===== src/rtl/sru_pkg.sv =====
package sru_pkg;
  typedef enum logic [1:0] {
    REG_RXDATA  = 2'd0,
    REG_TXDATA  = 2'd1,
    REG_STATUS  = 2'd2,
    REG_CONTROL = 2'd3
  } reg_sel_e;

  localparam int ST_RX_NONEMPTY = 0;
  localparam int ST_RX_FULL     = 1;
  localparam int ST_TX_EMPTY    = 2;
  localparam int ST_TX_BUSY     = 3;
  localparam int ST_PENDING     = 4;
  localparam int ST_OVERRUN     = 5;

  localparam int CTL_TX_FLUSH   = 0;
  localparam int CTL_RX_CLEAR   = 1;
  localparam int CTL_IRQ_EN     = 4;
endpackage


===== src/rtl/sru_rx_fifo.sv =====
module sru_rx_fifo #(
  parameter int DEPTH = 8,
  parameter int W     = 8
) (
  input  logic                        clk,
  input  logic                        rst,
  input  logic                        clr,
  input  logic                        push,
  input  logic [W-1:0]                push_data,
  input  logic                        pop,
  output logic [W-1:0]                head,
  output logic [$clog2(DEPTH):0]      count,
  output logic                        empty,
  output logic                        full
);
  localparam int PTR_W = $clog2(DEPTH);
  localparam int CNT_W = PTR_W + 1;

  logic [W-1:0]     mem [DEPTH];
  logic [PTR_W-1:0] wr_ptr, rd_ptr;
  logic             do_push, do_pop;

  assign do_push = push & ~clr;
  assign do_pop  = pop & ~clr;

  // storage without reset so it can map to memory
  always_ff @(posedge clk) begin
    if (do_push) mem[wr_ptr] <= push_data;
  end

  always_ff @(posedge clk) begin
    if (rst || clr) begin
      wr_ptr <= '0;
      rd_ptr <= '0;
      count  <= '0;
    end else begin
      if (do_push) wr_ptr <= wr_ptr + 1'b1;
      if (do_pop)  rd_ptr <= rd_ptr + 1'b1;
      case ({do_push, do_pop})
        2'b10:   count <= count + CNT_W'(1);
        2'b01:   count <= count - CNT_W'(1);
        default: count <= count;
      endcase
    end
  end

  assign head  = mem[rd_ptr];
  assign empty = (count == '0);
  assign full  = (count == CNT_W'(DEPTH));
endmodule


===== src/rtl/sru_tx_hold.sv =====
module sru_tx_hold #(
  parameter int W = 8
) (
  input  logic         clk,
  input  logic         rst,
  input  logic         flush,
  input  logic         load,
  input  logic [W-1:0] load_data,
  input  logic         sink_ready,
  output logic         busy,
  output logic [W-1:0] data
);
  always_ff @(posedge clk) begin
    if (rst || flush) begin
      busy <= 1'b0;
      data <= '0;
    end else if (!busy && load) begin
      busy <= 1'b1;
      data <= load_data;
    end else if (busy && sink_ready) begin
      busy <= 1'b0;
    end
  end
endmodule


===== src/rtl/sru_flags.sv =====
module sru_flags (
  input  logic clk,
  input  logic rst,
  input  logic ovr_set,
  input  logic ovr_clr,
  input  logic pend_set,
  input  logic irq_en,
  output logic overrun,
  output logic pending,
  output logic irq
);
  always_ff @(posedge clk) begin
    if (rst) begin
      overrun <= 1'b0;
      pending <= 1'b0;
    end else begin
      if (ovr_set)      overrun <= 1'b1;
      else if (ovr_clr) overrun <= 1'b0;
      if (pend_set)     pending <= 1'b1;
    end
  end

  assign irq = pending & irq_en;
endmodule


===== src/rtl/serial_port_regs.sv =====
module serial_port_regs
  import sru_pkg::*;
#(
  parameter int ADDR_W   = 4,
  parameter int DATA_W   = 32,
  parameter int BYTE_W   = 8,
  parameter int RX_DEPTH = 8
) (
  input  logic              clk,
  input  logic              rst,
  input  logic              bus_wr_en,
  input  logic              bus_rd_en,
  input  logic [ADDR_W-1:0] bus_addr,
  input  logic [DATA_W-1:0] bus_wdata,
  output logic [DATA_W-1:0] bus_rdata,
  input  logic [BYTE_W-1:0] rx_byte,
  input  logic              rx_valid,
  output logic              rx_ready,
  output logic [BYTE_W-1:0] tx_byte,
  output logic              tx_valid,
  input  logic              tx_ready,
  output logic              irq
);
  localparam int CNT_W = $clog2(RX_DEPTH) + 1;

  logic              in_range;
  reg_sel_e          sel;
  logic              wr_tx, wr_ctl, rd_rx, rd_st;
  logic              rx_push, rx_pop, rx_clear, rx_drop;
  logic [BYTE_W-1:0] rx_head;
  logic [CNT_W-1:0]  rx_count;
  logic              rx_empty, rx_full;
  logic              tx_flush;
  logic [DATA_W-1:0] tx_shadow;
  logic              ie_q;
  logic              pend_q, ovr_q;
  logic [DATA_W-1:0] status_w, ctrl_w, rd_mux;

  generate
    if (ADDR_W > 4) begin : g_upper
      assign in_range = ~|bus_addr[ADDR_W-1:4];
    end else begin : g_flat
      assign in_range = 1'b1;
    end
  endgenerate

  assign sel    = reg_sel_e'(bus_addr[3:2]);
  assign wr_tx  = bus_wr_en & in_range & (sel == REG_TXDATA);
  assign wr_ctl = bus_wr_en & in_range & (sel == REG_CONTROL);
  assign rd_rx  = bus_rd_en & in_range & (sel == REG_RXDATA);
  assign rd_st  = bus_rd_en & in_range & (sel == REG_STATUS);

  assign rx_ready = ~rx_full;
  assign rx_push  = rx_valid & ~rx_full;
  assign rx_drop  = rx_valid & rx_full;
  assign rx_pop   = rd_rx & ~rx_empty;
  assign rx_clear = wr_ctl & bus_wdata[CTL_RX_CLEAR];
  assign tx_flush = wr_ctl & bus_wdata[CTL_TX_FLUSH];

  sru_rx_fifo #(.DEPTH(RX_DEPTH), .W(BYTE_W)) u_rx_fifo (
    .clk(clk), .rst(rst), .clr(rx_clear),
    .push(rx_push), .push_data(rx_byte), .pop(rx_pop),
    .head(rx_head), .count(rx_count), .empty(rx_empty), .full(rx_full)
  );

  sru_tx_hold #(.W(BYTE_W)) u_tx_hold (
    .clk(clk), .rst(rst), .flush(tx_flush),
    .load(wr_tx), .load_data(bus_wdata[BYTE_W-1:0]),
    .sink_ready(tx_ready), .busy(tx_valid), .data(tx_byte)
  );

  sru_flags u_flags (
    .clk(clk), .rst(rst),
    .ovr_set(rx_drop), .ovr_clr(rd_st),
    .pend_set(wr_tx | ~rx_empty), .irq_en(ie_q),
    .overrun(ovr_q), .pending(pend_q), .irq(irq)
  );

  always_ff @(posedge clk) begin
    if (rst) begin
      ie_q      <= 1'b0;
      tx_shadow <= '0;
    end else begin
      if (wr_ctl) ie_q      <= bus_wdata[CTL_IRQ_EN];
      if (wr_tx)  tx_shadow <= bus_wdata;
    end
  end

  always_comb begin
    status_w                 = '0;
    status_w[ST_RX_NONEMPTY] = ~rx_empty;
    status_w[ST_RX_FULL]     = rx_full;
    status_w[ST_TX_EMPTY]    = ~tx_valid;
    status_w[ST_TX_BUSY]     = tx_valid;
    status_w[ST_PENDING]     = pend_q;
    status_w[ST_OVERRUN]     = ovr_q;
    ctrl_w                   = '0;
    ctrl_w[CTL_IRQ_EN]       = ie_q;
  end

  always_comb begin
    rd_mux = '0;
    if (in_range) begin
      case (sel)
        REG_RXDATA:  rd_mux = rx_empty ? '0 : DATA_W'(rx_head);
        REG_TXDATA:  rd_mux = tx_shadow;
        REG_STATUS:  rd_mux = status_w;
        REG_CONTROL: rd_mux = ctrl_w;
        default:     rd_mux = '0;
      endcase
    end
  end

  always_ff @(posedge clk) begin
    if (rst)            bus_rdata <= '0;
    else if (bus_rd_en) bus_rdata <= rd_mux;
  end
endmodule


===== config.mk =====
export PLATFORM = sky130hd
export DESIGN_NAME = serial_port_regs
export DESIGN_NICKNAME = d
export VERILOG_FILES = /design/src/rtl/sru_pkg.sv /design/src/rtl/sru_rx_fifo.sv /design/src/rtl/sru_tx_hold.sv /design/src/rtl/sru_flags.sv /design/src/rtl/serial_port_regs.sv
export SDC_FILE = /design/constraint.sdc
export NUM_CORES = 1
export LEC_CHECK = 0
export ABC_AREA = 1
export BUFFER_PORTS_ARGS = -buffer_cell sky130_fd_sc_hd__buf_2
export CAP_MARGIN = 5
export CORE_MARGIN = 4
export CORE_UTILIZATION = 40
export DETAILED_ROUTE_END_ITERATION = 7
export HOLD_SLACK_MARGIN = 0.08
export PLACE_DENSITY = 0.71
export SETUP_SLACK_MARGIN = 0.3
export SYNTH_ARGS = -nofsm -noshare
export SYNTH_HDL_FRONTEND = slang
export SYNTH_SLANG_ARGS = --single-unit

===== constraint.sdc =====
create_clock -name clk -period 2.6 [get_ports clk]
set_input_delay 0.39 -clock clk [delete_from_list [all_inputs] [get_ports clk]]
set_output_delay 0.39 -clock clk [all_outputs]
set_load 0.05 [all_outputs]

==> results of run 1 <==
[stage by stage]
| stage | std cells | setup slack (ns) | power (mW) |
|---|---|---|---|
| final | 934 | 0.523 | 5.55 |
| after global placement | 903 | 0.412 | 3.23 |
| after floorplan | 649 | 0.481 | 3.08 |
| after global routing | 934 | 0.297 | 5.77 |
| after detailed placement | 903 | 0.347 | 3.25 |
| after CTS | 934 | 0.369 | 5.58 |
[metal layers]
metal	vias to the layer above	GRT usage (%)	part of all wire, %
met5	-	0	0
met4	0	6.29	2.2
met3	23	5.24	5.8
met2	129	27.3	48
met1	2178	20.9	44
li1	2374	-	-
[power groups by stage]
stage	clock [mW]	sequential (mW)	combinational, mW
final	2.35	2.65	0.551
after global routing	2.50	2.66	0.614
after CTS	2.39	2.65	0.549
after detailed placement	0	2.70	0.546
after global placement	0	2.70	0.538
after floorplan	0	2.80	0.274
[logic make-up (layout without fill, tap and decap cells)]
family,Yosys count,count (layout),share of synthesized area (%)
AO/OA/AOI/OAI,163,163,14.0
XOR/XNOR,3,3,0.436
adder cells (fa/ha/maj),5,5,1.04
buffers and inverters,72,173,5.35
flip-flops,153,153,61.4
AND/OR/NAND/NOR,253,253,17.8
[final cells by class]
| type | instances | area share [%] |
|---|---|---|
| inverter | 39 | 2.05 |
| clock buffer | 23 | 7.09 |
| clock inverter | 8 | 0.763 |
| sequential | 153 | 51.3 |
| timing repair buffer | 103 | 7.59 |
| tap | 184 | 3.19 |
| multi-input combinational | 424 | 28.0 |
[registers in the layout, summed over array words and instances, names as in the netlist, named ones only]
signal / cells
u_rx_fifo.rd_ptr: 3
bus_rdata: 32
u_flags.pending: 1
ie_q: 1
u_rx_fifo.count: 4
u_rx_fifo.wr_ptr: 3
tx_shadow: 32
u_tx_hold.busy: 1
u_rx_fifo.mem: 64
u_tx_hold.data: 8
u_flags.overrun: 1
[cell usage in the layout (no fill, tap or decap), drive strengths merged]
cell type / n
clkbuf: 23
o21ai: 101
o211ai: 2
dfxtp: 89
a211oi: 4
edfxtp: 64
nand3: 36
xor2: 1
a21oi: 54
inv: 42
buf: 103
or2: 1
ha: 5
clkinv: 3
o22ai: 1
xnor2: 2
a31oi: 1
nor2: 137
clkinvlp: 2
nand4: 3
nor3: 2
nand2: 74
[timing repair]
action,4_1_cts,5_1_grt
gates resized for setup,0,4
setup endpoints to repair,0,3
hold buffers,0,0
[worst max-delay path by stage]
stage,from,end,slack [ns]
floorplan,u_rx_fifo.count[0],u_rx_fifo.count[2],0.48
global placement,bus_addr[2],u_rx_fifo.count[2],0.41
detailed placement,bus_addr[2],u_rx_fifo.count[2],0.35
CTS,u_rx_fifo.count[0],u_rx_fifo.count[2],0.37
global route,u_rx_fifo.count[0],u_rx_fifo.count[2],0.30
finish,u_rx_fifo.count[0],u_rx_fifo.count[2],0.52
==> reports/qor.txt, run 1 <==
HPWL after detailed placement: 9180 um
Drt drc: 0
Site Rows: 44
Biggest area consumer among synthesized cells: edfxtp_1
Area of the multi-input gates: 2020 sq um
GRT Total Usage: 16.7%
Number of synthesis warnings: 0
Required time of the critical path: 2.92 ns
Total internal power: 4.15 mW
Result of the run: complete, no violations
Most instantiated library cell after synthesis: nor2_1
Utilization of the core after routing: 49.3%
Starting density of the core: 41.2%
Quantity of I/O buffers inserted on ports: 90
Total clock sinks: 153
Max H-tree Level: 4
Clock input transition at the sequential cells of the worst setup and hold paths: 0.06 ns
Leading post-synthesis cells by instance count: 134 x nor2_1, 99 x o21ai_0, 89 x dfxtp_1
Initial antenna violation count: 0
Total setup violations reported at the end of the flow: 0
Critical path type: reg -> reg
Endpoint of the worst hold-timing path: u_flags.overrun
Via density: 5.04
Hold path startpoint: rst
Post-synth top area share: 31.9%
Sequential fraction of the synthesis area: 61.4%
Endpoint of the worst register-to-register path: u_rx_fifo.count[2]
Least-Margin Pin Slew: 0.787 ns
Comb pwr share: 9.9%
Num CTS Buffers: 17
Fin area: 7220 sq um
Netlist Area Pre-Place: 6030 sq um
Switching power summed over all nets: 1.40 mW
Kind of cell adding the most delay to the critical path: simple AND/OR/NAND/NOR gates
Layout Skew: 0.00832 ns
Detailed router's first-iteration violation count: 410
Endpoint class of the critical path: register
Kind of launch point of the worst setup path: register
Depth of the worst register-to-register path: 13
Post-placement cell area: 6640 sq um
Worst path depth: 13
Total number of vias: 4,704
Buffer cell driving the clock tree root: clkbuf_16
Final layout net count: 793
Final hold violation count: 0
Avg WL per Cell: 14.9 um
Final estimated routing congestion in global placement: 0.816
Pin count of the biggest net entering global routing: 63
Worst R2R Setup Slack: 0.52 ns
Hold slack final: 0.185 ns
Number of post-CTS setup repair buffers: 0
Area used by sequential logic in the layout: 3700 sq um
Layout filler cell count: 1,364
Tcrit/Tclk final: 79.9%
Worst supply voltage drop on vdd: 0.517 mV
Largest stage delay, worst path: 0.36 ns
Synthesized Nets: 704
Top flip-flop cell by instance count after synthesis: dfxtp_1
Total wire length after detailed routing: 13,900 um
RSZ-0062 raised after global routing: no
Switching fraction of total power: 25.2%
Final critical path time including I/O delays and setup: 2.08 ns
Maximum Capacitance Violations: 0
FMAX: 481 MHz
Number of register bits inferred by synthesis: 153
Asr flop ratio synth: 0%
Height of the die: 131 um
Number of distinct standard cells referenced by the synthesized netlist: 35
Setup TNS after final layout: 0 ns
Clock insertion delay at the later pin of the skew report: 0.42 ns
Buffers and inverters on the worst path: 2
CTS tree: yes
Diodes inserted: 0
Cell types occupying the most area after synthesis: edfxtp_1 32%, dfxtp_1 30%, nor2_1 8.3%
Bufs on Longest Clock Path: 2
Relative area change from synthesis to final layout: 19.7%
Final max-slew violation count: 0
First-pass iteration count of the detailed router: 5
Worst Hold Class: in -> reg
Top-level port count: 93
Cell Pwr Density: 769 nW/um^2
Avg Synthesized Cell Area: 9.29 sq um
Remaining number of nets flagged by the antenna check after routing: 0
Relative slew margins: 47.5%
CP cell instances: nor2_2 -> nand2_1 -> nor2_4 -> nor2_2 -> ha_2 -> nand2_1 -> inv_1 -> nor2_1 -> ha_1 -> a21oi_1 -> xnor2_1 -> o21ai_0 -> inv_1
Arrival time at the worst endpoint: 2.40 ns
Fraction of layout cells with a size suffix above 1: 20.3%
Total die area: 17,100 sq um
Leak Pwr: 2.94 nW
Number of global-route vias before repair: 4,414
Maximum net fanout on the critical path: 5
Clock group share of total power: 42.3%
Leftover overflow at the end of global routing: 0
Core area: 14,600 sq um
Number of cells traversed by the worst hold path: 2
Fraction of power consumed by sequential logic: 47.8%
Synthesized netlist cell count: 649
First-pass GRT wire length: 22,100 um
Post-synth EDFFs: 64
Startpoint of the most critical register-to-register path: u_rx_fifo.count[0]
DIE WIDTH: 131 um
Slowest-stage cell, CP: dfxtp_1
No activity file was read; power rests on OpenSTA's default activity.
==> run 2: changes to the inputs <==
--- a/config.mk
+++ b/config.mk
@@ -12,7 +12,7 @@
 export CORE_UTILIZATION = 40
 export DETAILED_ROUTE_END_ITERATION = 7
 export HOLD_SLACK_MARGIN = 0.08
-export PLACE_DENSITY = 0.71
+export PLACE_DENSITY = 0.73
 export SETUP_SLACK_MARGIN = 0.3
 export SYNTH_ARGS = -nofsm -noshare
 export SYNTH_HDL_FRONTEND = slang
==> constraint.sdc (replaced) <==
create_clock -name clk -period 1.9 [get_ports clk]
set_input_delay 0.285 -clock clk [delete_from_list [all_inputs] [get_ports clk]]
set_output_delay 0.285 -clock clk [all_outputs]
set_load 0.05 [all_outputs]
==> reports/qor.txt, run 2 (synthesized netlist as in run 1, its figures left out) <==
Arrival time at the worst endpoint: 2.08 ns
Clock insertion delay at the later pin of the skew report: 0.42 ns
Cell Pwr Density: 1010 nW/um^2
Relative slew margins: 59.4%
Maximum net fanout on the critical path: 4
Setup TNS after final layout: 0 ns
Most common library cell in the layout ignoring fill and taps: nor2_1
GR Layer Usage met1: 22.9%
Commonest cells after routing, fill and taps aside: 123 x nor2_1, 98 x o21ai_0, 89 x buf_2, 85 x dfxtp_1, 65 x nand2_1
Kind of launch point of the worst setup path: register
Total clock sinks: 153
Least-Margin Pin Slew: 0.608 ns
Quantity of I/O buffers inserted on ports: 90
Largest registers in the final layout: u_rx_fifo.mem x64, bus_rdata x32, tx_shadow x32
Hold path startpoint: bus_wdata[16]
Leak Pwr: 3.09 nW
FMAX: 578 MHz
Max H-tree Level: 4
Remaining number of nets flagged by the antenna check after routing: 0
Diodes inserted: 0
Number of global-route vias before repair: 4,536
Top-level port count: 93
Fraction of layout cells with a size suffix above 1: 25.6%
Relative area change from synthesis to final layout: 25.5%
First-pass iteration count of the detailed router: 5
Bufs on Longest Clock Path: 2
Met3 Use GR: 5.28%
Pin count of the biggest net entering global routing: 63
Worst Hold Class: in -> reg
Post-route total power: 7.62 mW
Startpoint of the most critical register-to-register path: u_rx_fifo.count[1]
Total die area: 17,100 sq um
RSZ-0062 raised after global routing: yes
Layout Skew: 0.0148 ns
Via density: 5.09
Num CTS Buffers: 17
Required time of the critical path: 2.25 ns
Endpoint class of the critical path: register
Final layout net count: 814
Hold slack final: 0.0982 ns
Initial antenna violation count: 2
Utilization of the core after routing: 51.7%
Clock input transition at the sequential cells of the worst setup and hold paths: 0.06 ns
GRT Total Usage: 17.3%
First-pass GRT wire length: 22,700 um
DIE WIDTH: 131 um
Detailed router's first-iteration violation count: 364
Result of the run: complete, no violations
Total wire length after detailed routing: 14,500 um
Met2 Track Usage GR: 27.0%
Final estimated routing congestion in global placement: 0.781
Starting density of the core: 41.2%
Final max-slew violation count: 0
Tcrit/Tclk final: 91.0%
HPWL after detailed placement: 9400 um
CTS tree: yes
Drt drc: 0
Buffer cell driving the clock tree root: clkbuf_16
Leftover overflow at the end of global routing: 0
Critical Path Start: u_rx_fifo.count[1]
Total number of vias: 4,862
Avg WL per Cell: 15.2 um
Site Rows: 44
Total setup violations reported at the end of the flow: 0
GRT busiest layer: met2
Critical path type: reg -> reg
Worst supply voltage drop on vdd: 0.687 mV
Final critical path time including I/O delays and setup: 1.73 ns
Final hold violation count: 0
Register with the highest flop count: u_rx_fifo.mem
Largest register FFs: 64
Maximum Capacitance Violations: 0
Height of the die: 131 um
Core area: 14,600 sq um
-- run 2: changes by cell type in the layout (fill, tap and decap cells not counted), sizes merged --
cell         previous run  this run
buf                   103       120
dlygate4sd3             0         4
clkbuf                 23        25
clkinv                  3         5
clkinvlp                2         0
inv                    42        41
-- run 2: through the flow --
step / instances / setup WS (ns) / instance area, sq um
after floorplan: 649 / 0.122 / 6110
after global placement: 912 / 0.0735 / 6800
after detailed placement: 912 / 0.0310 / 6800
after CTS: 950 / 0.162 / 7450
after global routing: 956 / 0.0108 / 7560
final: 956 / 0.171 / 7560
-- run 2: repair_timing --
action / 4_1_cts / 5_1_grt
hold buffers: 3 / 1
setup buffers: 3 / 5
pin swaps: 7 / 13
resized for setup: 9 / 21
hold endpoints to repair: 3 / 1
setup endpoints to repair: 5 / 80
-- run 2: path summary, 6_finish.rpt --
path              cells past startpoint  slack, ns                  to
setup / recovery                     15       0.17  u_rx_fifo.count[3]
hold / removal                        3        0.1       tx_shadow[16]
setup reg to reg                     15       0.17  u_rx_fifo.count[3]
hold reg to reg                       2       0.45        tx_shadow[6]
-- run 2: final cells by class --
class / count / area (sq um)
fill: 1284 / 7080
timing repair buffer: 124 / 771
tap: 184 / 230
sequential: 153 / 3710
clock buffer: 25 / 508
inverter: 39 / 150
multi-input combinational: 424 / 2150
clock inverter: 7 / 38.8
-- run 2: per-layer routing --
layer	wire [um]	share of wire, %	vias up
met1	6430	44	2287
met3	858	5.9	27
met4	204	1.4	4
met2	7020	48	145
met5	21	0.14	-
li1	-	-	2399
-- run 2: report_power, final --
part	leakage, nW	internal [mW]	switching [mW]
Sequential	1.31	3.56	0.0710
Combinational	1.49	0.290	0.589
Clock	0.280	1.85	1.26
-- run 2: worst max-delay path: stages, from the launching register on --
cell and delay (ns):
dfxtp_4 0.35, nor2_4 0.15, nand2_2 0.08, nor2_4 0.11
nor2_4 0.06, ha_4 0.18, nand2_4 0.08, inv_4 0.03
nor2_4 0.13, buf_6 0.11, nand3_2 0.06, nand2_2 0.09
nand3_2 0.07, nand2_2 0.07, inv_2 0.03, nor2_1 0.06
